--- src/rtl/bridge_window_regs.sv ---
module bridge_window_regs #(
  parameter int ADDR_W       = 10,
  parameter int BASE_OFS     = 'h40,
  parameter int OUT_WINS     = 3,
  parameter int CFG_MAX_LOG2 = 28
) (
  input  logic                  clk,
  input  logic                  rst_n,
  input  logic                  reg_we,
  input  logic [ADDR_W-1:0]     reg_addr,
  input  logic [31:0]           reg_wdata,
  output logic [31:0]           reg_rdata,
  input  logic [63:0]           probe_addr,
  output logic                  cfg_win_en,
  output logic [32:0]           cfg_win_size,
  output logic [OUT_WINS+2:0]   win_hit
);
  localparam int AW = ADDR_W + 1;
  localparam int OB0 = 6;
  localparam int RG0 = OB0 + 4 * OUT_WINS;
  localparam int NREGS = RG0 + 5;
  localparam logic [AW-1:0] O_CFG_BH = AW'(0);
  localparam logic [AW-1:0] O_CFG_BL = AW'(1);
  localparam logic [AW-1:0] O_CFG_M  = AW'(2);
  localparam logic [AW-1:0] O_MSG_BH = AW'(3);
  localparam logic [AW-1:0] O_MSG_BL = AW'(4);
  localparam logic [AW-1:0] O_MSG_M  = AW'(5);
  localparam logic [AW-1:0] O_REG_BH = AW'(RG0);
  localparam logic [AW-1:0] O_REG_BL = AW'(RG0 + 1);
  localparam logic [AW-1:0] O_REG_M  = AW'(RG0 + 2);
  localparam logic [AW-1:0] O_SPEC   = AW'(RG0 + 3);
  localparam logic [AW-1:0] O_CTRL   = AW'(RG0 + 4);
  localparam logic [32:0] CFG_MAX  = 33'(1) << CFG_MAX_LOG2;
  localparam logic [31:0] REG4K_CODE = 32'h0000_7001;

  logic [63:0] cfg_base, msg_base, reg_base;
  logic [31:0] cfg_mask, msg_mask, reg_mask, special_r, ctrl_r;
  logic [63:0] ob_base [OUT_WINS];
  logic [63:0] ob_mask [OUT_WINS];

  logic [AW-1:0] rel;
  logic          in_rng;
  assign rel    = {1'b0, reg_addr} - AW'(BASE_OFS);
  assign in_rng = !rel[AW-1] && (rel < AW'(NREGS));

  always_ff @(posedge clk or negedge rst_n) begin
    if (!rst_n) begin
      cfg_base <= '0; msg_base <= '0; reg_base <= '0;
      cfg_mask <= '0; msg_mask <= '0; reg_mask <= '0;
      special_r <= '0; ctrl_r <= '0;
      for (int k = 0; k < OUT_WINS; k++) begin
        ob_base[k] <= '0;
        ob_mask[k] <= '0;
      end
    end else if (reg_we && in_rng) begin
      case (rel)
        O_CFG_BH: cfg_base[63:32] <= reg_wdata;
        O_CFG_BL: cfg_base[31:0]  <= reg_wdata;
        O_CFG_M:  cfg_mask        <= reg_wdata;
        O_MSG_BH: msg_base[63:32] <= reg_wdata;
        O_MSG_BL: msg_base[31:0]  <= reg_wdata;
        O_MSG_M:  msg_mask        <= reg_wdata;
        O_REG_BH: reg_base[63:32] <= reg_wdata;
        O_REG_BL: reg_base[31:0]  <= reg_wdata;
        O_REG_M:  reg_mask        <= reg_wdata;
        O_SPEC:   special_r       <= reg_wdata;
        O_CTRL:   ctrl_r          <= reg_wdata;
        default: ;
      endcase
      for (int k = 0; k < OUT_WINS; k++) begin
        if (rel == AW'(OB0 + 4 * k))     ob_base[k][63:32] <= reg_wdata;
        if (rel == AW'(OB0 + 4 * k + 1)) ob_base[k][31:0]  <= reg_wdata;
        if (rel == AW'(OB0 + 4 * k + 2)) ob_mask[k][63:32] <= reg_wdata;
        if (rel == AW'(OB0 + 4 * k + 3)) ob_mask[k][31:0]  <= reg_wdata;
      end
    end
  end

  always_comb begin
    reg_rdata = '0;
    if (in_rng) begin
      case (rel)
        O_CFG_BH: reg_rdata = cfg_base[63:32];
        O_CFG_BL: reg_rdata = cfg_base[31:0];
        O_CFG_M:  reg_rdata = cfg_mask;
        O_MSG_BH: reg_rdata = msg_base[63:32];
        O_MSG_BL: reg_rdata = msg_base[31:0];
        O_MSG_M:  reg_rdata = msg_mask;
        O_REG_BH: reg_rdata = reg_base[63:32];
        O_REG_BL: reg_rdata = reg_base[31:0];
        O_REG_M:  reg_rdata = reg_mask;
        O_SPEC:   reg_rdata = special_r;
        O_CTRL:   reg_rdata = ctrl_r;
        default: ;
      endcase
      for (int k = 0; k < OUT_WINS; k++) begin
        if (rel == AW'(OB0 + 4 * k))     reg_rdata = ob_base[k][63:32];
        if (rel == AW'(OB0 + 4 * k + 1)) reg_rdata = ob_base[k][31:0];
        if (rel == AW'(OB0 + 4 * k + 2)) reg_rdata = ob_mask[k][63:32];
        if (rel == AW'(OB0 + 4 * k + 3)) reg_rdata = ob_mask[k][31:0];
      end
    end
  end

  logic [32:0] cfg_raw;
  logic [63:0] cfg_cmp, msg_cmp, reg_cmp;
  assign cfg_raw      = 33'h1_0000_0000 - {1'b0, cfg_mask[31:1], 1'b0};
  assign cfg_win_en   = cfg_mask[0];
  assign cfg_win_size = (cfg_raw > CFG_MAX) ? CFG_MAX : cfg_raw;

  assign cfg_cmp = {32'hFFFF_FFFF, cfg_mask[31:1], 1'b0};
  assign msg_cmp = {32'hFFFF_FFFF, msg_mask[31:1], 1'b0};
  assign reg_cmp = (reg_mask == REG4K_CODE) ? 64'hFFFF_FFFF_FFFF_F000
                                            : {32'hFFFF_FFFF, reg_mask[31:1], 1'b0};

  assign win_hit[0] = cfg_mask[0] && (((probe_addr ^ cfg_base) & cfg_cmp) == '0);
  assign win_hit[1] = msg_mask[0] && (((probe_addr ^ msg_base) & msg_cmp) == '0);
  assign win_hit[OUT_WINS+2] = reg_mask[0] && (((probe_addr ^ reg_base) & reg_cmp) == '0);

  for (genvar k = 0; k < OUT_WINS; k++) begin : g_ob
    assign win_hit[2+k] = ob_mask[k][0] &&
        (((probe_addr ^ ob_base[k]) & {ob_mask[k][63:1], 1'b0}) == '0);
  end

  a_r1_outside_ignored: assert property (@(posedge clk) disable iff (!rst_n)
    reg_we && !in_rng |=> $stable({cfg_base, cfg_mask, reg_mask, special_r, ctrl_r}));
  a_r2_low_keeps_high: assert property (@(posedge clk) disable iff (!rst_n)
    reg_we && in_rng && rel == O_CFG_BL |=> $stable(cfg_base[63:32]));
  a_r3_readback: assert property (@(posedge clk) disable iff (!rst_n)
    reg_we && in_rng && rel == O_SPEC |=> special_r == $past(reg_wdata));
  a_r5_size_clamped: assert property (@(posedge clk) disable iff (!rst_n)
    cfg_win_size <= CFG_MAX && cfg_win_size != '0);
  a_r7_hit_needs_enable: assert property (@(posedge clk) disable iff (!rst_n)
    win_hit[OUT_WINS+2] |-> reg_mask[0]);
  a_r8_reset_clears: assert property (@(posedge clk)
    !rst_n |=> (cfg_mask == '0 && special_r == '0 && win_hit == '0));
endmodule

--- config.mk ---
export PLATFORM = sky130hd
export DESIGN_NAME = bridge_window_regs
export DESIGN_NICKNAME = d
export VERILOG_FILES = /design/src/rtl/bridge_window_regs.sv
export SDC_FILE = /design/constraint.sdc
export NUM_CORES = 2
export LEC_CHECK = 0
export ABC_AREA = 1
export BUFFER_PORTS_ARGS = -buffer_cell sky130_fd_sc_hd__buf_2
export CORE_MARGIN = 3
export CORE_UTILIZATION = 35
export CTS_CLUSTER_DIAMETER = 150
export DETAILED_ROUTE_END_ITERATION = 10
export PLACE_DENSITY = 0.51
export SYNTH_ARGS = -nofsm -noshare
export SYNTH_HDL_FRONTEND = slang
export SYNTH_SLANG_ARGS = --single-unit
--- constraint.sdc ---
create_clock -name clk -period 4.55 [get_ports clk]
set_input_delay 0.91 -clock clk [delete_from_list [all_inputs] [get_ports clk]]
set_output_delay 0.91 -clock clk [all_outputs]
set_load 0.01 [all_outputs]
After elaboration in Yosys (flattened, before gate mapping)
Cells that the tools add are included.
- add/subtract/negate cells: 2
- order comparisons: 2
- equality and inequality tests: 23
- muxes and demuxes: 16
- bitwise gates (word level): 12
- reductions and logical operators: 39
- operator list (kind ; count):
    2-to-1 mux 32 bit ; 14
    AND 64 bit ; 6
    zero test 64 bit ; 6
    XOR 64 bit ; 6
    case mux 32 bit (11 select lines) ; 1
    == test 11 x 4 -> 1 bit (second input constant) ; 8
    == test 11 x 5 -> 1 bit (second input constant) ; 7
    AND reduction 2 bit ; 23
    == test 11 x 3 -> 1 bit (second input constant) ; 4
    greater-than comparator 33 x 29 -> 1 bit (second input constant) ; 1
    2-to-1 mux 33 bit ; 1
    subtractor 33 x 32 -> 33 bit (first input constant) ; 1
    == test 32 x 15 -> 1 bit (second input constant) ; 1
    == test 11 x 2 -> 1 bit (second input constant) ; 2
    == test 11 x 1 -> 1 bit (second input constant) ; 1
    zero test 11 bit ; 1
    less-than comparator 11 x 5 -> 1 bit (second input constant) ; 1
    subtractor 10 x 7 -> 11 bit (second input constant) ; 1
    logical AND 1 bit ; 8
    zero test 1 bit ; 1
- flip-flop bits (word level): 736
- bits of input ports: 109
- output and inout port bits: 72
- word-level logic and storage cells: 117

Depth between registers and ports, before layout
- depth after elaboration: 16
- depth in mapped cells: 21

Worst setup path after synthesis
Ideal clock, no wire load.
- kind: input port to output port
- start: input reg_addr[6]
- end: output reg_rdata[15]
- arrival: 2987 ps
- setup slack: 653 ps
- cell stages on the path: 18
- path buffers: 3
- path through: inv_1 > ha_1 > xnor2_2 > nand2_1 > nor2_1 > buf_2 > buf_2 > clkbuf_1 > nand3_1 > nand2_1 > nor2_1 > nand4_1 > nand2_1 > nand4_1 > nor2_1 > nand4_1 > nand2_1 > a21oi_1
- longest elaborated chain between the ends: 16
- elaborated cells between the ends (all ways): 41
- RTL lines (element ; RTL line ; text):
    start: declaration ; 10 ; input logic [ADDR_W-1:0] reg_addr,
    subtractor 10 x 7 -> 11 bit * ; 43 ; assign rel = {1'b0, reg_addr} - AW'(BASE_OFS);
    == test 11 x 5 -> 1 bit (tied with other cells) ; 82 ; case (rel)
    case mux 32 bit (11 select lines) ; 82 ;
    2-to-1 mux 32 bit ; 97 ; if (rel == AW'(OB0 + 4 * k)) reg_rdata = ob_base[k][63:32];
    2-to-1 mux 32 bit ; 98 ; if (rel == AW'(OB0 + 4 * k + 1)) reg_rdata = ob_base[k][31:0];
    2-to-1 mux 32 bit ; 99 ; if (rel == AW'(OB0 + 4 * k + 2)) reg_rdata = ob_mask[k][63:32];
    2-to-1 mux 32 bit ; 100 ; if (rel == AW'(OB0 + 4 * k + 3)) reg_rdata = ob_mask[k][31:0];
    2-to-1 mux 32 bit ; 97 ;
    2-to-1 mux 32 bit ; 98 ;
    2-to-1 mux 32 bit ; 99 ;
    2-to-1 mux 32 bit ; 100 ;
    2-to-1 mux 32 bit ; 97 ;
    2-to-1 mux 32 bit ; 98 ;
    2-to-1 mux 32 bit ; 99 ;
    2-to-1 mux 32 bit ; 100 ;
    2-to-1 mux 32 bit * ; 81 ; if (in_rng) begin
    end: declaration ; 12 ; output logic [31:0] reg_rdata,
Mark *: on every way between the ends. The rest lies on a longest branch, timed or not.

Worst setup path in the final report
- start: register cfg_mask[1]
- end: output cfg_win_size[24]
- longest elaborated chain between the ends: 3
- RTL lines (element ; RTL line ; text):
    start: declaration ; 37 ; logic [31:0] cfg_mask, msg_mask, reg_mask, special_r, ctrl_r;
    start signal: assignment ; 59 ; O_CFG_M: cfg_mask <= reg_wdata;
    subtractor 33 x 32 -> 33 bit * ; 107 ; assign cfg_raw = 33'h1_0000_0000 - {1'b0, cfg_mask[31:1], 1'b0};
    greater-than comparator 33 x 29 -> 1 bit ; 109 ; assign cfg_win_size = (cfg_raw > CFG_MAX) ? CFG_MAX : cfg_raw;
    2-to-1 mux 33 bit * ; 109 ;
    end: declaration ; 15 ; output logic [32:0] cfg_win_size,
Marks and branches as above.

==> out/qor.csv <==
stage,metric,value,unit
routing,finalWirelength,197000,um
logic_synthesis,syn_inst,5394,
logic_synthesis,synthTopCellsByCount,"1659 x nand2_1, 967 x o21ai_0, 736 x dfrtp_1",
power,seq_power_share,43.2,%
logic_synthesis,synth_area_leaders,"dfrtp_1 46%, nand2_1 16%, o21ai_0 12%",
routing,route.vias.total,40485,
logic_synthesis,synth_top_area_share,46.3,%
power,p_leak,0.0224,uW
finish,n_fill_cell,11542,
setup_path,crit_type,reg -> out,
setup_path,endpoint_kind,primary output,
clocking,cts.sinks,736,
die,start_util,35.6,%
timing,fin_tns_setup,-2300,ps
power,swShare,25.7,%
routing,postRouteAntennaNets,0,
place,hpwl,147000,um
logic_synthesis,ys_seq_area_share,46.3,%
timing,rsz0062_at_grt,yes,
finish,fin_area,49400,sq um
clocking,clk_pin_slew,60,ps
timing,period_needed,4650,ps
die,die_h,343,um
place,placed_area,44300,sq um
global_routing,antenna_found_initial,12,
finish,area_delta_synth_final,24.4,%
clocking,cts_buffers,89,
job,maxCapViolations,0,
finish,drive_gt1_share,18.3,%
finish,final_cell_count_no_fill,7280,
global_routing,grt_usage,32.7,%
die,die_w,343,um
power,share_comb_of_total_power,7.2,%
timing,relSlewSlack,14.9,%
timing,period_share,102,%
logic_synthesis,synth_top_flop_cell,dfrtp_1,
logic_synthesis,synth-seq-cells,736,
finish,nets,5828,
setup_path,critPathBufInv,4,
setup_path,crit_chain,"buf_6, nor3_4, nand3_2, nor3_4, nand2_2, nor3_4, nand3_2, o21ai_2, nand2_2, nor2_1, nand2_1, nor2_4, buf_12, nand3_4, nand2_2, nand2_1, inv_1, buf_2",
logic_synthesis,syn_avg_cell_area,7.37,sq um
logic_synthesis,netlist_area,39700,sq um
setup_path,startpoint_type,register,
die,die_area,118000,sq um
clocking,cts_tree,yes,
power,internal_power,11300,uW
run_status,violations,negative setup slack,
timing,slew_viol_final,0,
setup_path,cpPeakStageDelay,440,ps
power,p_clk_share,49.6,%
timing,tightestPinTransition,1280,ps
setup_path,cp_slowest_cell,dfrtp_2,
timing,hold_violations,0,
power,p_sw,3910,uW
global_routing,globalRouteOverflowTotal,0,
routing,drc,0,
routing,avgViaCountPerCell,5.56,
die,core-area,112000,sq um
setup_path,path_max_fanout,7,
setup_path,critical_path.top_delay_family,simple AND/OR/NAND/NOR gates,
die,fp-row-count,122,
place,portBuffers,174,
clocking,cts_root_buf,clkbuf_16,
clocking,cts_hold_buf,0,
routing,wire_per_inst,27.1,um
global_routing,grt_max_degree,101,
timing,skew,0,ps
clocking,clk-insertion-delay-late,680,ps
routing,drt_iter0_drc,5827,
global_routing,grt_pass1_vias,36469,
clocking,htreeDepth,3,
timing,fin_hold_ws,215,ps
global_routing,grt_pass1_wl,275000,um
timing,final-setup-viol-count,31,
logic_synthesis,yosys_warnings,0,
routing,dr.pass1.iters,6,
place,dpl.cell_count,7034,
logic_synthesis,synth_edf_count,0,
power,power_density,307,nW/um^2
min_path,hp-class,in -> async,
place,dp_slack,-220,ps
logic_synthesis,synth_cell_types,57,
setup_path,arrival,3740,ps
logic_synthesis,yosysTopAreaCell,dfrtp_1,
timing,clock.fmax,215,MHz
logic_synthesis,yosysMostFrequentCell,nand2_1,
timing,layout_setup_ws,-96.0,ps
run_status,status,"finished, violations left",
clocking,cts_buffer_depth,3,
power,ir_drop,267,uV
place,place_congestion,0.963,
die,io_pins,181,
logic_synthesis,ys_async_sr_fraction,100,%
setup_path,crit_required,3640,ps
[logic make-up after synthesis]
kind of cell | count (synthesis) | share of synthesized area [%]
DFF | 736 | 46.3
and+or+nand+nor | 2538 | 26.6
AOI/OAI and AO/OA | 1227 | 16.7
buffers and inverters | 763 | 7.43
other | 1 | 0.00944
adders and majority gates | 3 | 0.0945
xor gates and xnor gates | 126 | 2.80
[flip-flops by register name (all words and copies together), names as in the netlist]
register	cells
ob_base	192
ob_mask	192
cfg_base	64
msg_base	64
reg_base	64
cfg_mask	32
ctrl_r	32
msg_mask	32
reg_mask	32
special_r	32
[power groups by stage]
stage | Combinational (uW) | Clock (uW) | Sequential [uW]
floorplan | 317 | 0 | 6670
global placement | 961 | 0 | 6670
detailed placement | 962 | 0 | 6670
CTS | 988 | 7610 | 6560
global route | 1140 | 7870 | 6550
finish | 1100 | 7540 | 6560
[final timing paths]
check / from / endpoint / slack (ps) / cells past startpoint
min in group clk: cfg_mask[18]$_DFFE_PN0P_ / cfg_mask[18]$_DFFE_PN0P_ / 480 / 2
min: rst_n / special_r[29]$_DFFE_PN0P_ / 220 / 1
min reg2reg: cfg_mask[18]$_DFFE_PN0P_ / cfg_mask[18]$_DFFE_PN0P_ / 480 / 2
max: cfg_mask[1]$_DFFE_PN0P_ / cfg_win_size[24] / -100 / 18
max in group asynchronous: rst_n / ob_base[27]$_DFFE_PN0P_ / 3090 / 3
max reg2reg: reg_base[54]$_DFFE_PN0P_ / reg_base[54]$_DFFE_PN0P_ / 3660 / 2
[what timing repair did]
item | in CTS | in global routing
buffers inserted | 29 | 40
gates cloned | 5 | 9
gates resized for setup | 79 | 304
pin swaps | 31 | 188
setup endpoints to repair | 60 | 61
hold endpoints to repair | 0 | 0
[final cells by class]
cell class	count	area (sq um)	share of cell area, %
Antenna cell	3	7.51	0.0152
Clock buffer	132	2620	5.30
Clock inverter	32	410	0.830
Inverter	407	1560	3.15
Multi-Input combinational cell	3901	19400	39.3
Sequential cell	736	18400	37.3
Tap cell	1488	1860	3.77
Timing Repair Buffer	581	5120	10.3
[worst reg2reg max path, stage by stage (launching register included)]
cell     delay [ps]
dfrtp_1         510
nand2_1         120
o21ai_0          90
[layout by cell type (no fill, tap or decap), types with 12 or more instances in the layout]
cell type | synthesis | routed
o21ai_2 | 0 | 15
o21ai_1 | 2 | 20
nor2_2 | 6 | 57
clkbuf_16 | 0 | 98
nor4_1 | 45 | 45
nor2_4 | 1 | 30
buf_2 | 37 | 161
nand4_1 | 121 | 121
or2_2 | 40 | 40
a21oi_2 | 13 | 30
buf_12 | 0 | 54
a21oi_1 | 96 | 78
o22ai_1 | 50 | 50
buf_4 | 7 | 299
buf_6 | 2 | 45
dfrtp_1 | 736 | 735
inv_2 | 3 | 16
clkbuf_1 | 309 | 21
inv_1 | 403 | 386
clkbuf_8 | 0 | 21
nand2_2 | 5 | 54
a32o_1 | 24 | 24
xor2_1 | 97 | 96
o21ai_0 | 967 | 934
a221oi_1 | 15 | 15
nor2_1 | 361 | 281
clkinv_2 | 0 | 16
nor3_1 | 14 | 12
nand2_1 | 1659 | 1602
nand3_1 | 262 | 216
xnor2_1 | 28 | 28
nand3_2 | 5 | 44
[routing by layer]
layer,wire length [um],share of wire (%),global-route usage [%],vias up
met2,83300,42,47.9,2084
met3,19800,10,5.42,360
met5,48,0.024,0,-
li1,-,-,-,18330
met4,9530,4.8,13.4,6
met1,84500,43,47.6,19705
[through the flow]
stage | util [%] | power, uW
6_report | 44.2 | 15200
2_1_floorplan | - | 6990
3_5_place_dp | 39.6 | 7640
3_3_place_gp | 39.6 | 7630
4_1_cts | 42.9 | 15100
5_1_grt | 44.2 | 15600
Note: power is estimated with default switching activity, not from simulation.
